<file path="src/rtl/chardisp_pkg.sv">
package chardisp_pkg;

  typedef enum logic [1:0] {
    PH_IDLE,
    PH_SETUP,
    PH_STROBE,
    PH_HOLD
  } bus_phase_e;

  typedef enum logic [2:0] {
    SQ_IDLE,
    SQ_POLL_GO,
    SQ_POLL_WAIT,
    SQ_XFER_GO,
    SQ_XFER_WAIT
  } seq_state_e;

  typedef struct packed {
    logic       rs;
    logic       rd;
    logic [7:0] data;
  } host_req_t;

  localparam int STAT_BUSY_BIT = 7;

  // clocks spent inside one bus cycle after its start edge
  function automatic int unsigned cycle_clks(int unsigned s, int unsigned e, int unsigned h);
    return s + e + h;
  endfunction

  // clocks between two successive status-read starts
  function automatic int unsigned poll_period(int unsigned s, int unsigned e, int unsigned h);
    return 1 + cycle_clks(s, e, h);
  endfunction

  function automatic int unsigned max3(int unsigned a, int unsigned b, int unsigned c);
    int unsigned m;
    m = (a > b) ? a : b;
    return (m > c) ? m : c;
  endfunction

  function automatic logic stat_is_busy(logic [7:0] b);
    return b[STAT_BUSY_BIT];
  endfunction

  function automatic logic [6:0] stat_addr(logic [7:0] b);
    return b[6:0];
  endfunction

endpackage

</file>
<file path="src/rtl/chardisp_buscycle.sv">
module chardisp_buscycle
  import chardisp_pkg::*;
#(
  parameter int unsigned SETUP_CLKS = 4,
  parameter int unsigned EN_CLKS    = 8,
  parameter int unsigned HOLD_CLKS  = 2
) (
  input  logic       clk,
  input  logic       rst_n,
  input  logic       start,
  input  logic       start_rs,
  input  logic       start_rw,
  input  logic [7:0] start_wdata,
  input  logic [7:0] db_in,
  output logic       lcd_rs,
  output logic       lcd_rw,
  output logic       lcd_en,
  output logic [7:0] db_out,
  output logic       db_oe,
  output logic       cyc_busy,
  output logic       cyc_done,
  output logic [7:0] cyc_rdata
);

  localparam int unsigned LONGEST = max3(SETUP_CLKS, EN_CLKS, HOLD_CLKS);
  localparam int unsigned CW      = (LONGEST < 2) ? 1 : $clog2(LONGEST);
  localparam logic [CW-1:0] SETUP_LAST = CW'(SETUP_CLKS - 1);
  localparam logic [CW-1:0] EN_LAST    = CW'(EN_CLKS - 1);
  localparam logic [CW-1:0] HOLD_LAST  = CW'(HOLD_CLKS - 1);

  bus_phase_e    phase;
  logic [CW-1:0] cnt;
  logic          rs_q, rw_q;
  logic [7:0]    wdata_q;
  logic [7:0]    rdata_q;
  logic          phase_end;
  logic          strobe_last;

  assign phase_end   = (cnt == '0);
  assign strobe_last = (phase == PH_STROBE) && phase_end;

  always_ff @(posedge clk) begin
    if (!rst_n) begin
      phase   <= PH_IDLE;
      cnt     <= '0;
      rs_q    <= 1'b0;
      rw_q    <= 1'b1;
      wdata_q <= '0;
      rdata_q <= '0;
    end else begin
      unique case (phase)
        PH_IDLE: begin
          if (start) begin
            rs_q    <= start_rs;
            rw_q    <= start_rw;
            wdata_q <= start_wdata;
            phase   <= PH_SETUP;
            cnt     <= SETUP_LAST;
          end
        end
        PH_SETUP: begin
          if (phase_end) begin
            phase <= PH_STROBE;
            cnt   <= EN_LAST;
          end else begin
            cnt <= cnt - 1'b1;
          end
        end
        PH_STROBE: begin
          if (phase_end) begin
            phase <= PH_HOLD;
            cnt   <= HOLD_LAST;
          end else begin
            cnt <= cnt - 1'b1;
          end
        end
        PH_HOLD: begin
          if (phase_end) begin
            phase <= PH_IDLE;
          end else begin
            cnt <= cnt - 1'b1;
          end
        end
        default: phase <= PH_IDLE;
      endcase
      if (strobe_last) begin
        rdata_q <= db_in;
      end
    end
  end

  assign lcd_rs    = rs_q;
  assign lcd_rw    = rw_q;
  assign lcd_en    = (phase == PH_STROBE);
  assign db_out    = wdata_q;
  assign db_oe     = (phase != PH_IDLE) && !rw_q;
  assign cyc_busy  = (phase != PH_IDLE);
  assign cyc_done  = (phase == PH_HOLD) && phase_end;
  assign cyc_rdata = rdata_q;

  AST_STROBE_AFTER_SETUP: assert property (@(posedge clk) disable iff (!rst_n)
    $rose(lcd_en) |-> $stable(lcd_rs) && $stable(lcd_rw));

  AST_STROBE_STABLE: assert property (@(posedge clk) disable iff (!rst_n)
    (lcd_en && $past(lcd_en)) |-> $stable(lcd_rs) && $stable(lcd_rw) && $stable(db_out));

  AST_READ_RELEASED: assert property (@(posedge clk) disable iff (!rst_n)
    lcd_rw |-> !db_oe);

endmodule

</file>
<file path="src/rtl/chardisp_waitcnt.sv">
module chardisp_waitcnt #(
  parameter int unsigned LIMIT = 200000
) (
  input  logic clk,
  input  logic rst_n,
  input  logic clr,
  input  logic run,
  output logic expired
);

  localparam int unsigned CW = (LIMIT < 2) ? 1 : $clog2(LIMIT);
  localparam logic [CW-1:0] LAST = CW'(LIMIT - 1);

  logic [CW-1:0] cnt;

  always_ff @(posedge clk) begin
    if (!rst_n) begin
      cnt <= '0;
    end else if (clr) begin
      cnt <= '0;
    end else if (run && (cnt < LAST)) begin
      cnt <= cnt + 1'b1;
    end
  end

  // the current clock is counted as well: expired once cnt+1 reaches LIMIT
  assign expired = (cnt >= LAST);

endmodule

</file>
<file path="src/rtl/chardisp_seq.sv">
module chardisp_seq
  import chardisp_pkg::*;
(
  input  logic       clk,
  input  logic       rst_n,
  input  logic       req_valid,
  input  host_req_t  req_in,
  output logic       req_ready,
  input  logic       cyc_busy,
  input  logic       cyc_done,
  input  logic [7:0] cyc_rdata,
  output logic       cyc_start,
  output logic       cyc_rs,
  output logic       cyc_rw,
  output logic [7:0] cyc_wdata,
  input  logic       wait_expired,
  output logic       wait_clr,
  output logic       wait_run,
  output logic [6:0] addr_cnt,
  output logic       rsp_valid,
  output logic [7:0] rsp_data,
  output logic       busy_timeout
);

  seq_state_e state, state_nx;
  host_req_t  req_q;
  logic       accept;
  logic       poll_done;
  logic       stat_busy;
  logic       timeout_evt;
  logic       xfer_start;
  logic       xfer_done;

  assign req_ready   = (state == SQ_IDLE);
  assign accept      = req_ready && req_valid;
  assign poll_done   = (state == SQ_POLL_WAIT) && cyc_done;
  assign stat_busy   = stat_is_busy(cyc_rdata);
  assign timeout_evt = poll_done && stat_busy && wait_expired;
  assign xfer_start  = (state == SQ_XFER_GO);
  assign xfer_done   = (state == SQ_XFER_WAIT) && cyc_done;

  assign cyc_start = (state == SQ_POLL_GO) || xfer_start;
  assign cyc_rs    = xfer_start ? req_q.rs : 1'b0;
  assign cyc_rw    = xfer_start ? req_q.rd : 1'b1;
  assign cyc_wdata = req_q.data;

  assign wait_clr = accept;
  assign wait_run = (state == SQ_POLL_GO) || (state == SQ_POLL_WAIT);

  always_comb begin
    state_nx = state;
    unique case (state)
      SQ_IDLE:      if (accept) state_nx = SQ_POLL_GO;
      SQ_POLL_GO:   state_nx = SQ_POLL_WAIT;
      SQ_POLL_WAIT: begin
        if (poll_done) begin
          if (!stat_busy)       state_nx = SQ_XFER_GO;
          else if (timeout_evt) state_nx = SQ_IDLE;
          else                  state_nx = SQ_POLL_GO;
        end
      end
      SQ_XFER_GO:   state_nx = SQ_XFER_WAIT;
      SQ_XFER_WAIT: if (cyc_done) state_nx = SQ_IDLE;
      default:      state_nx = SQ_IDLE;
    endcase
  end

  always_ff @(posedge clk) begin
    if (!rst_n) begin
      state        <= SQ_IDLE;
      req_q        <= '0;
      addr_cnt     <= '0;
      rsp_valid    <= 1'b0;
      rsp_data     <= '0;
      busy_timeout <= 1'b0;
    end else begin
      state     <= state_nx;
      rsp_valid <= xfer_done && req_q.rd;
      if (accept) begin
        req_q        <= req_in;
        busy_timeout <= 1'b0;
      end else if (timeout_evt) begin
        busy_timeout <= 1'b1;
      end
      if (poll_done) begin
        addr_cnt <= stat_addr(cyc_rdata);
      end
      if (xfer_done && req_q.rd) begin
        rsp_data <= cyc_rdata;
      end
    end
  end

  AST_READY_ONLY_IDLE: assert property (@(posedge clk) disable iff (!rst_n)
    req_ready |-> !cyc_busy);

  AST_XFER_AFTER_CLEAR: assert property (@(posedge clk) disable iff (!rst_n)
    xfer_start |-> !cyc_rdata[STAT_BUSY_BIT]);

  AST_TIMEOUT_TO_IDLE: assert property (@(posedge clk) disable iff (!rst_n)
    timeout_evt |=> req_ready && busy_timeout);

  AST_RSP_SINGLE: assert property (@(posedge clk) disable iff (!rst_n)
    rsp_valid |=> !rsp_valid);

endmodule

</file>
<file path="src/rtl/chardisp_host.sv">
module chardisp_host
  import chardisp_pkg::*;
#(
  parameter int unsigned SETUP_CLKS   = 4,
  parameter int unsigned EN_CLKS      = 8,
  parameter int unsigned HOLD_CLKS    = 2,
  parameter int unsigned TIMEOUT_CLKS = 200000
) (
  input  logic       clk,
  input  logic       rst_n,
  input  logic       req_valid,
  output logic       req_ready,
  input  logic       req_rs,
  input  logic       req_rd,
  input  logic [7:0] req_data,
  output logic       rsp_valid,
  output logic [7:0] rsp_data,
  output logic [6:0] addr_cnt,
  output logic       busy_timeout,
  output logic       lcd_rs,
  output logic       lcd_rw,
  output logic       lcd_en,
  output logic [7:0] db_out,
  output logic       db_oe,
  input  logic [7:0] db_in
);

  host_req_t  req_bundle;
  logic       cyc_start, cyc_rs, cyc_rw, cyc_busy, cyc_done;
  logic [7:0] cyc_wdata, cyc_rdata;
  logic       wait_clr, wait_run, wait_expired;

  assign req_bundle = '{rs: req_rs, rd: req_rd, data: req_data};

  chardisp_seq u_seq (
    .clk          (clk),
    .rst_n        (rst_n),
    .req_valid    (req_valid),
    .req_in       (req_bundle),
    .req_ready    (req_ready),
    .cyc_busy     (cyc_busy),
    .cyc_done     (cyc_done),
    .cyc_rdata    (cyc_rdata),
    .cyc_start    (cyc_start),
    .cyc_rs       (cyc_rs),
    .cyc_rw       (cyc_rw),
    .cyc_wdata    (cyc_wdata),
    .wait_expired (wait_expired),
    .wait_clr     (wait_clr),
    .wait_run     (wait_run),
    .addr_cnt     (addr_cnt),
    .rsp_valid    (rsp_valid),
    .rsp_data     (rsp_data),
    .busy_timeout (busy_timeout)
  );

  chardisp_buscycle #(
    .SETUP_CLKS (SETUP_CLKS),
    .EN_CLKS    (EN_CLKS),
    .HOLD_CLKS  (HOLD_CLKS)
  ) u_bus (
    .clk         (clk),
    .rst_n       (rst_n),
    .start       (cyc_start),
    .start_rs    (cyc_rs),
    .start_rw    (cyc_rw),
    .start_wdata (cyc_wdata),
    .db_in       (db_in),
    .lcd_rs      (lcd_rs),
    .lcd_rw      (lcd_rw),
    .lcd_en      (lcd_en),
    .db_out      (db_out),
    .db_oe       (db_oe),
    .cyc_busy    (cyc_busy),
    .cyc_done    (cyc_done),
    .cyc_rdata   (cyc_rdata)
  );

  chardisp_waitcnt #(
    .LIMIT (TIMEOUT_CLKS)
  ) u_wait (
    .clk     (clk),
    .rst_n   (rst_n),
    .clr     (wait_clr),
    .run     (wait_run),
    .expired (wait_expired)
  );

endmodule

</file>
<file path="config.mk">
export PLATFORM = sky130hd
export DESIGN_NAME = chardisp_host
export DESIGN_NICKNAME = d
export VERILOG_FILES = /design/src/rtl/chardisp_pkg.sv /design/src/rtl/chardisp_buscycle.sv /design/src/rtl/chardisp_waitcnt.sv /design/src/rtl/chardisp_seq.sv /design/src/rtl/chardisp_host.sv
export SDC_FILE = /design/constraint.sdc
export NUM_CORES = 1
export LEC_CHECK = 0
export ABC_AREA = 1
export BUFFER_PORTS_ARGS = -buffer_cell sky130_fd_sc_hd__buf_2
export CORE_AREA = 2 2 98 100
export DETAILED_ROUTE_END_ITERATION = 10
export DIE_AREA = 0 0 100 102
export PLACE_DENSITY = 0.68
export SYNTH_ARGS = -nofsm -noshare
export SYNTH_HDL_FRONTEND = slang
export SYNTH_HIERARCHICAL = 1
export SYNTH_SLANG_ARGS = --single-unit
</file>
<file path="constraint.sdc">
create_clock -name clk -period 2.17 [get_ports clk]
set_input_delay 0.1085 -clock clk [delete_from_list [all_inputs] [get_ports clk]]
set_output_delay 0.1085 -clock clk [all_outputs]
set_load 0.02 [all_outputs]
</file>
==> metrics.md, run 1 <==
| Metric | Value |
|---|---|
| Vias post-DR | 3228 |
| Antenna Nets Post-Route | 0 |
| Max rail drop VDD | 0.584 mV |
| Power per cell area | 976 mW/mm^2 |
| GP Congestion | 0.848 |
| Setup crit start kind | flip-flop |
| Clock root cell | clkbuf_8 |
| Initial core utilization | 39.6% |
| Tightest Hold Check Type | input port to flip-flop |
| Die Area | 0.0102 mm^2 |
| CTS Sinks | 71 |
| Area growth syn-to-layout | 15.1% |
| Crit. End Element | flip-flop |
| RSZ-0062 raised after global routing | false |
| Global-route wire length before repair | 13.3 mm |
| Layout Utilization | 45.5% |
| Setup tns final | 0 ns |
| Clk buf depth | 2 |
| DP HPWL | 5.49 mm |
| Leakage | 1.79 nW |
| Fin crit period | 1.84 ns |
| Worst Skew | 0.0109 ns |
| Placed insts | 651 |
| Start point of the worst hold path | db_in[7] |
| CP Data Required Time | 2.40 ns |
| Initial antenna violation count | 0 |
| Synthesized area | 0.00360 mm^2 |
| ANT cells | 0 |
| Total chip power | 4.05 mW |
| Ports | 51 |
| Reg2Reg Setup Slack | 0.33 ns |
| Clk_lat worst skew | 0.35 ns |
| Gr ovfl total | 0 |
| WP depth | 11 |
| Reg2Reg Depth | 11 |
| Max_cap viols | 0 |
| Worst rel slew slack | 63.7% |
| Post-Syn Nets | 535 |
| Reg-to-Reg End | u_wait/cnt[15] |
| Vias per inst | 4.77 |
| Status | finished, final reports clean |
| First drt pass iteration count | 4 |
| Nets | 590 |
| Clock transition at path regs | 0.08 ns |
| CTS HTree Levels | 3 |
| Crit-path cells | inv_1 > nor2_1 > nand2_1 > nand2_2 > nand2_1 > nor2_1 > nand3b_1 > nor2_2 > nand4_1 > nand2_1 > nor2_1 |
| Initial DRC Count | 123 |
| Cts bufs inserted | 9 |
| Wire length per cell | 11.2 um |
| Vert. Die Dim | 102 um |
| Cell count after synthesis | 506 |
| Largest net degree at the start of global routing | 29 |
| Critical path class | flip-flop to flip-flop |
| DRC violations left | 0 |
| Mapped Avg Cell Area | 7.12 um^2 |
| Highest clock rate | 0.544 GHz |
| Hold EP | u_bus/cyc_rdata[7] |
| CTS tree | built |
| Max-slew violation count | 0 |
| Core box area | 0.00911 mm^2 |
| CP top delay family | simple AND/OR/NAND/NOR gates |
| Final non-filler cell total | 677 |
| Synth warnings | 6 |
| Die extent in x | 100 um |
| CP Data Arrival Time | 2.07 ns |
| FILL cells | 920 |
| Reg2reg start | u_seq/state[0] |
| Peak per-stage delay on the critical path | 0.40 ns |
| Setup repair bufs after CTS | 0 |
| GRT Util Overall | 15.9% |
| Setup-failing EPs final | 0 |
| WP buf/inv | 1 |
| Num rows | 35 |
| # port buffers | 50 |
| Vias in the first global route | 3067 |
| CP max-delay cell | dfxtp_1 |
| WHS Path Cells | 3 |
| Final Hold Vio Count | 0 |
| CP Max Fanout | 9 |
| Layout cell share with drive strength beyond 1 | 21.7% |
| Period utilization | 84.6% |
| Worst hold slack | 0.0448 ns |
| Tightest Pin Transition | 0.544 ns |
| Final wirelength | 7.61 mm |
## worst max path at each step
stage	startpoint	endpoint	slack, ns
floorplan	u_seq/state[1]	u_wait/cnt[1]	0.54
global placement	u_seq/state[0]	u_wait/cnt[15]	0.36
detailed placement	u_seq/state[0]	u_wait/cnt[15]	0.26
CTS	u_seq/state[0]	u_wait/cnt[15]	0.25
global route	u_seq/state[0]	u_wait/cnt[13]	0.09
finish	u_seq/state[0]	u_wait/cnt[15]	0.33
## metal layers
| metal | share of wire (%) | routed length [um] | GRT usage [%] |
|---|---|---|---|
| met1 | 47 | 3590 | 19.7 |
| met2 | 47 | 3560 | 26.6 |
| met3 | 3.8 | 287 | 3.08 |
| met4 | 2.3 | 178 | 7.80 |
| met5 | 0 | 0 | 0 |
## report_power, final
group	switching [mW]	total, mW	internal (mW)
logic	0.916	1.40	0.487
registers	0.162	1.68	1.52
clock network	0.543	0.969	0.426
total	1.62	4.05	2.43
## worst min-delay path, cell delays in order
cell and delay [ns]:
buf_2 0.09, o21ai_1 0.06, a21oi_1 0.10
## registers in the layout, summed over array words and instances, names as in the netlist, 3 cells and up
register	count
u_bus/cnt	3
u_bus/cyc_rdata	8
u_bus/db_out	8
u_seq/addr_cnt	7
u_seq/cyc_wdata	8
u_seq/rsp_data	8
u_seq/state	3
u_wait/cnt	18
## final cells by class
| cell class | count | area [um^2] | area share (%) |
|---|---|---|---|
| multi-input combinational | 350 | 1770 | 42.6 |
| sequential | 71 | 1420 | 34.3 |
| timing repair buffer | 67 | 403 | 9.71 |
| inverter | 62 | 239 | 5.76 |
| tap | 111 | 139 | 3.35 |
| clock buffer | 9 | 124 | 2.99 |
| clock inverter | 7 | 55.1 | 1.33 |
## cell usage in the layout (no fill, tap or decap), types with 4 or more instances in the layout
cell type,n
nand2_1,114
nor2_1,74
dfxtp_1,71
inv_1,51
buf_2,50
a21oi_1,34
nand3_1,31
o21ai_0,20
nand2_2,14
nand4_1,14
dlygate4sd3_1,10
clkbuf_8,9
inv_2,8
nand3_2,8
ha_1,8
a21oi_2,8
buf_4,7
inv_6,4
o21ai_1,4
nand3b_1,4
nor3_1,4
## metrics by stage
step	setup WS, ns	cell area (um^2)
finish	0.333	4150
global placement	0.364	3870
CTS	0.253	4150
floorplan	0.537	3600
detailed placement	0.261	3870
global route	0.0871	4150
## repair_timing
action | in CTS | in global routing
hold endpoints to repair | 10 | 0
gates resized for setup | 0 | 1
hold buffers | 10 | 0
setup endpoints to repair | 0 | 1
Power figures use the tool's default switching activity.
==> inputs of run 2 (changes only) <==
==> constraint.sdc (replaced) <==
create_clock -name clk -period 1.8 [get_ports clk]
set_input_delay 0.09 -clock clk [delete_from_list [all_inputs] [get_ports clk]]
set_output_delay 0.09 -clock clk [all_outputs]
set_load 0.02 [all_outputs]
==> run 2 against run 1 <==
Against the previous run:
- via count rose by 1.7%
- final cell count is 1.2% higher
- utilization increased by 1.0 points
- worst hold slack worse by 0.027 ns
- non-clock buffer count increased by 8
- largest cell class unchanged
==> metrics.md, run 2 (synthesis results as in run 1) <==
| Metric | Value |
|---|---|
| Max reg flops | 18 (unchanged) |
| Post-layout instance area | 0.00424 mm^2 (+2.2%) |
| Final Hold Vio Count | 0 (unchanged) |
| Tightest Pin Transition | 0.552 ns (+0.00769 ns) |
| Reg-to-Reg End | u_seq/state[0] |
| DRC violations left | 0 (unchanged) |
| Clock root cell | clkbuf_8 |
| Peak per-stage delay on the critical path | 0.39 ns (about the same) |
| Vias in the first global route | 2997 (-2.3%) |
| Reg2Reg Setup Slack | 0.16 ns (-0.17 ns) |
| Clock network power share | 25.7% (+1.8 points) |
| Num rows | 35 (unchanged) |
| CTS HTree Levels | 3 (unchanged) |
| Cts bufs inserted | 9 (unchanged) |
| Final non-filler cell total | 685 (+1.2%) |
| Power share of the sequential group | 39.6% (-1.8 points) |
| Highest clock rate | 0.610 GHz (+12%) |
| Total chip power | 5.13 mW (+27%) |
| P_sw | 1.99 mW (+23%) |
| Layout cell share with drive strength beyond 1 | 23.2% (+1.4 points) |
| Tightest Hold Check Type | input port to flip-flop |
| Wire length per cell | 11.4 um (+1.1%) |
| Switching share of total power | 38.9% (-1.2 points) |
| WP depth | 8 (-3) |
| Max-slew violation count | 0 (unchanged) |
| Global-route wire length before repair | 13.1 mm (-0.88%) |
| Clk buf depth | 2 (unchanged) |
| Status | finished, final reports clean |
| Placed insts | 658 (+1.1%) |
| Worst Skew | 0.0139 ns (+0.00303 ns) |
| Nets | 598 (+1.4%) |
| Clk_lat worst skew | 0.35 ns (about the same) |
| Vias post-DR | 3283 (+1.7%) |
| Setup-failing EPs final | 0 (unchanged) |
| Leakage | 1.85 nW (+3.1%) |
| P_int | 3.13 mW (+29%) |
| Most frequent cells in the layout | nand2_1 (114), nor2_1 (74), dfxtp_1 (70) |
| Vias per inst | 4.79 (+0.52%) |
| DP HPWL | 5.75 mm (+4.6%) |
| CP Max Fanout | 10 (+1) |
| Max_cap viols | 0 (unchanged) |
| CP max-delay cell | dfxtp_1 |
| Period utilization | 91.0% (+6.4 points) |
| Area growth syn-to-layout | 17.7% |
| GRT Util Overall | 15.9% (about the same) |
| Setup tns final | 0 ns (unchanged) |
| ANT cells | 0 (unchanged) |
| # port buffers | 50 (unchanged) |
| Max rail drop VDD | 0.619 mV (+6.0%) |
| Die extent in x | 100 um (unchanged) |
| Crit. End Element | flip-flop |
| FILL cells | 910 (-1.1%) |
| Die Area | 0.0102 mm^2 (unchanged) |
| Worst rel slew slack | 63.1% (-0.51 points) |
| Power per cell area | 1210 mW/mm^2 (+24%) |
| RSZ-0062 raised after global routing | false |
| Antenna Nets Post-Route | 0 (unchanged) |
| Largest net degree at the start of global routing | 29 (unchanged) |
| CP startpoint | u_wait/cnt[1] |
| Critical Path End | u_seq/state[0] |
| First drt pass iteration count | 4 (unchanged) |
| Crit-path cells | ha_1 > nand3_4 > nor2_4 > nand3_4 > nand2_1 > nand2_1 > o21ai_0 > nor3_1 |
| Area after DPL | 0.00392 mm^2 (+1.4%) |
| Core box area | 0.00911 mm^2 (unchanged) |
| Final worst slack | 0.162 ns (-0.171 ns) |
| Biggest register | u_wait/cnt |
| GP Congestion | 0.858 (+1.1%) |
| CP Data Required Time | 2.01 ns (-0.39 ns) |
| Critical path class | flip-flop to flip-flop |
| CTS tree | built |
| Reg2reg start | u_wait/cnt[1] |
| Commonest non-fill, non-tap cell in the layout | nand2_1 |
| CP Data Arrival Time | 1.84 ns (-0.23 ns) |
| CP top delay family | simple AND/OR/NAND/NOR gates |
| Initial DRC Count | 162 (+32%) |
| Setup crit start kind | flip-flop |
| Reg2Reg Depth | 8 (-3) |
| Gr ovfl total | 0 (unchanged) |
| Clock transition at path regs | 0.08 ns (about the same) |
| WP buf/inv | 0 (-1) |
| Initial core utilization | 39.6% (unchanged) |
| Ports | 51 (unchanged) |
| Final wirelength | 7.79 mm (+2.3%) |
| CTS Sinks | 71 (unchanged) |
| DP Worst Slack | 0.104 ns (-0.157 ns) |
| Initial antenna violation count | 0 (unchanged) |
| Fin crit period | 1.64 ns (-0.199 ns) |
| Combinational share of power | 34.8% (about the same) |
| Vert. Die Dim | 102 um (unchanged) |
[run 2: area by class of cell]
type                            count  area (um^2)  share of cell area [%]
Clock buffer                        9          124                    2.92
Clock inverter                      7         81.3                    1.92
Inverter                           62          241                    5.69
Multi-Input combinational cell    350         1770                    41.7
Sequential cell                    71         1420                    33.5
Tap cell                          111          139                    3.27
Timing Repair Buffer               75          463                    10.9
[run 2: routing by layer]
layer / part of all wire (%) / wire [um] / up-vias / global-route usage [%]
li1: - / - / 1725 / -
met3: 5.4 / 423 / 15 / 4.58
met1: 46 / 3620 / 1455 / 19.8
met2: 46 / 3580 / 88 / 26.2
met5: 0 / 0 / - / 0
met4: 2.1 / 167 / 0 / 5.90
[run 2: through the flow]
stage | util (%) | hold WS [ns]
3_5_place_dp | 43.0 | 0.345
3_3_place_gp | 43.0 | 0.342
4_1_cts | 46.4 | 0.00744
2_1_floorplan | - | 0.210
6_report | 46.6 | 0.0179
5_1_grt | 46.6 | 0.0252
[run 2: worst register-to-register path: cells and delay by family, from the launching register on]
kind	cells	cell delay (ns)
and+or+nand+nor	6	0.68
adders and majority gates	1	0.26
AOI/OAI and AO/OA	1	0.17
DFF	1	0.39
[run 2: how the worst min path moves through the flow]
stage | to | startpoint | slack (ns) | cells after the start
3_3_place_gp | u_seq/cyc_wdata[5] | req_data[5] | 0.34 | 3
2_1_floorplan | u_seq/state[1] | rst_n | 0.21 | 2
5_1_grt | u_bus/cyc_rdata[6] | db_in[6] | 0.03 | 3
4_1_cts | u_bus/cyc_rdata[6] | db_in[6] | 0.007 | 3
3_5_place_dp | u_seq/req_q[8] | req_rd | 0.35 | 3
6_report | u_bus/cyc_rdata[6] | db_in[6] | 0.02 | 3
[run 2: power groups by stage]
stage	clock network, mW	registers [mW]	logic [mW]
6_report	1.32	2.03	1.78
5_1_grt	1.42	2.07	2.02
2_1_floorplan	0	2.11	1.29
4_1_cts	1.35	2.03	1.78
3_3_place_gp	0	2.05	1.71
3_5_place_dp	0	2.06	1.76
[run 2: what timing repair did]
action,in CTS,in global routing
endpoints found under the hold margin,10,0
endpoints found under the setup margin,0,25
hold buffers,10,0
setup buffers,0,1
resized for setup,0,4
==> inputs of run 3 (changes only) <==
--- a/config.mk
+++ b/config.mk
@@ -7,10 +7,11 @@
 export LEC_CHECK = 0
 export ABC_AREA = 1
 export BUFFER_PORTS_ARGS = -buffer_cell sky130_fd_sc_hd__buf_2
-export CORE_AREA = 2 2 98 100
+export CORE_AREA = 2 2 113 115
 export DETAILED_ROUTE_END_ITERATION = 10
-export DIE_AREA = 0 0 100 102
-export PLACE_DENSITY = 0.68
+export DIE_AREA = 0 0 115 117
+export PLACE_DENSITY = 0.56
+export SLEW_MARGIN = 30
 export SYNTH_ARGS = -nofsm -noshare
 export SYNTH_HDL_FRONTEND = slang
 export SYNTH_HIERARCHICAL = 1
==> run 3 against run 2 <==
Against the previous run:
- routed wire length rose by 11%
- register-to-register slack got worse by 0.04 ns
- first-iteration DRC count is 17% lower
- clock-buffer cell count did not move
- sequential share of layout area is 0.73 points lower
- largest cell class unchanged
==> metrics.md, run 3 (synthesis results as in run 1) <==
| Metric | Value |
|---|---|
| Die extent in x | 115 um (+15%) |
| DRC violations left | 0 (unchanged) |
| Tightest Hold Check Type | input port to flip-flop |
| Vias in the first global route | 3208 (+7.0%) |
| CP Max Fanout | 6 (-4) |
| Setup-failing EPs final | 0 (unchanged) |
| Clock root cell | clkbuf_16 |
| Initial core utilization | 29.3% (-10 points) |
| Clk buf depth | 2 (unchanged) |
| GRT Util Overall | 13.7% (-2.1 points) |
| CP Data Required Time | 2.00 ns (about the same) |
| DR top layer | met4 |
| CP top delay family | simple AND/OR/NAND/NOR gates |
| Max_cap viols | 0 (unchanged) |
| Ports | 51 (unchanged) |
| Wire length per cell | 12.0 um (+5.4%) |
| Post-layout instance area | 0.00434 mm^2 (+2.2%) |
| RSZ-0062 raised after global routing | true |
| Peak per-stage delay on the critical path | 0.36 ns (-0.03 ns) |
| Vert. Die Dim | 117 um (+15%) |
| Period utilization | 93.4% (+2.4 points) |
| Setup crit start kind | flip-flop |
| Met3 wire length | 364 um (-14%) |
| Reg-to-Reg End | u_wait/cnt[14] |
| Fin crit period | 1.68 ns (+0.0432 ns) |
| Vias post-DR | 3282 (-0.030%) |
| Cts bufs inserted | 9 (unchanged) |
| Gr ovfl total | 0 (unchanged) |
| Critical Path End | u_wait/cnt[14] |
| Core box area | 0.0123 mm^2 (+35%) |
| CP Data Arrival Time | 1.89 ns (+0.05 ns) |
| Crit-path cells | nor2_4 > nand2_1 > nand2_1 > inv_1 > nor2_1 > nand3_1 > nor2_1 > nand4_1 > nand2_1 > nor2_1 |
| Initial DRC Count | 134 (-17%) |
| Final Hold Vio Count | 0 (unchanged) |
| Nets | 594 (-0.67%) |
| Area after DPL | 0.00396 mm^2 (+1.1%) |
| ANT cells | 0 (unchanged) |
| CTS tree | built |
| Status | finished, final reports clean |
| Power per cell area | 1280 mW/mm^2 (+6.1%) |
| Largest net degree at the start of global routing | 29 (unchanged) |
| Tightest Pin Transition | 0.552 ns (-0.000452 ns) |
| Clk_lat worst skew | 0.33 ns (-0.02 ns) |
| CP startpoint | u_seq/state[2] |
| Most frequent cells in the layout | nand2_1 (115), nor2_1 (74), dfxtp_1 (70) |
| Antenna Nets Post-Route | 0 (unchanged) |
| Worst hold slack | 0.0110 ns (-0.00689 ns) |
| Reg2Reg Depth | 10 (+2) |
| Max-slew violation count | 0 (unchanged) |
| Reg2Reg Setup Slack | 0.12 ns (-0.04 ns) |
| DR WL met2 | 4.20 mm (+17%) |
| GP Congestion | 0.872 (+1.6%) |
| Initial antenna violation count | 0 (unchanged) |
| Worst rel slew slack | 63.2% (about the same) |
| First drt pass iteration count | 4 (unchanged) |
| Vias per inst | 4.56 (-4.9%) |
| DP HPWL | 6.23 mm (+8.4%) |
| Max reg flops | 18 (unchanged) |
| Final wirelength | 8.63 mm (+11%) |
| Critical path class | flip-flop to flip-flop |
| Clock transition at path regs | 0.06 ns (-0.02 ns) |
| Highest clock rate | 0.595 GHz (-2.6%) |
| WP depth | 10 (+2) |
| Setup tns final | 0 ns (unchanged) |
| Global-route wire length before repair | 14.8 mm (+12%) |
| WP buf/inv | 1 (+1) |
| # port buffers | 50 (unchanged) |
| Num rows | 41 (+17%) |
| Commonest non-fill, non-tap cell in the layout | nand2_1 |
| Area growth syn-to-layout | 20.3% |
| Layout cell share with drive strength beyond 1 | 23.2% (about the same) |
| CTS Sinks | 71 (unchanged) |
| Leakage | 1.86 nW (+0.53%) |
| Total chip power | 5.56 mW (+8.4%) |
| Met1 wire length | 3.91 mm (+8.0%) |
| Worst Skew | 0.00470 ns (-0.00919 ns) |
| CTS HTree Levels | 3 (unchanged) |
| Crit. End Element | flip-flop |
| Biggest register | u_wait/cnt |
| Die Area | 0.0135 mm^2 (+32%) |
| CP max-delay cell | dfxtp_1 |
| Reg2reg start | u_seq/state[2] |
| Max rail drop VDD | 0.554 mV (-11%) |
run 3: stage by stage:
| stage | cells | setup WS [ns] | util [%] |
|---|---|---|---|
| 6_report | 720 | 0.119 | 35.2 |
| 5_1_grt | 720 | -0.00861 | 35.2 |
| 4_1_cts | 718 | 0.0759 | 35.0 |
| 3_5_place_dp | 696 | 0.127 | 32.2 |
| 3_3_place_gp | 696 | 0.168 | 32.2 |
| 2_1_floorplan | 506 | 0.167 | - |
run 3: metal layers:
| layer | GRT usage [%] | vias to the layer above |
|---|---|---|
| met4 | 5.22 | 0 |
| met5 | 0 | - |
| met2 | 23.9 | 65 |
| met1 | 16.4 | 1485 |
| li1 | - | 1718 |
| met3 | 3.30 | 14 |
run 3: worst reg2reg max path, delay by kind of cell (launching register included):
family | cells | cell delay (ns)
buffers and inverters | 1 | 0.11
flip-flops | 1 | 0.36
AND/OR/NAND/NOR | 9 | 1.09
run 3: area by class of cell:
cell class	instances	area (um^2)
clock buffer	9	225
clock inverter	7	62.6
tap	150	188
timing repair buffer	71	423
fill	1306	7980
multi-input combinational	350	1780
inverter	62	239
sequential	71	1420
run 3: report_power, final:
group          switching [mW]  total (mW)  internal, mW
combinational            1.17        1.80         0.638
sequential              0.208        2.04          1.83
clock                   0.754        1.72         0.961
run 3: how the worst min path moves through the flow:
| stage | startpoint | endpoint | cells past startpoint |
|---|---|---|---|
| 5_1_grt | req_rd | u_seq/req_q[8] | 3 |
| 6_report | req_rd | u_seq/req_q[8] | 3 |
| 3_3_place_gp | req_data[6] | u_seq/cyc_wdata[6] | 3 |
| 3_5_place_dp | req_data[5] | u_seq/cyc_wdata[5] | 3 |
| 4_1_cts | req_rd | u_seq/req_q[8] | 3 |
| 2_1_floorplan | rst_n | u_seq/state[1] | 2 |
run 3: what timing repair did:
action | CTS | global route
endpoints found under the setup margin | 0 | 14
endpoints found under the hold margin | 6 | 0
gates resized for setup | 0 | 3
buffers inserted | 0 | 2
hold buffers | 6 | 0
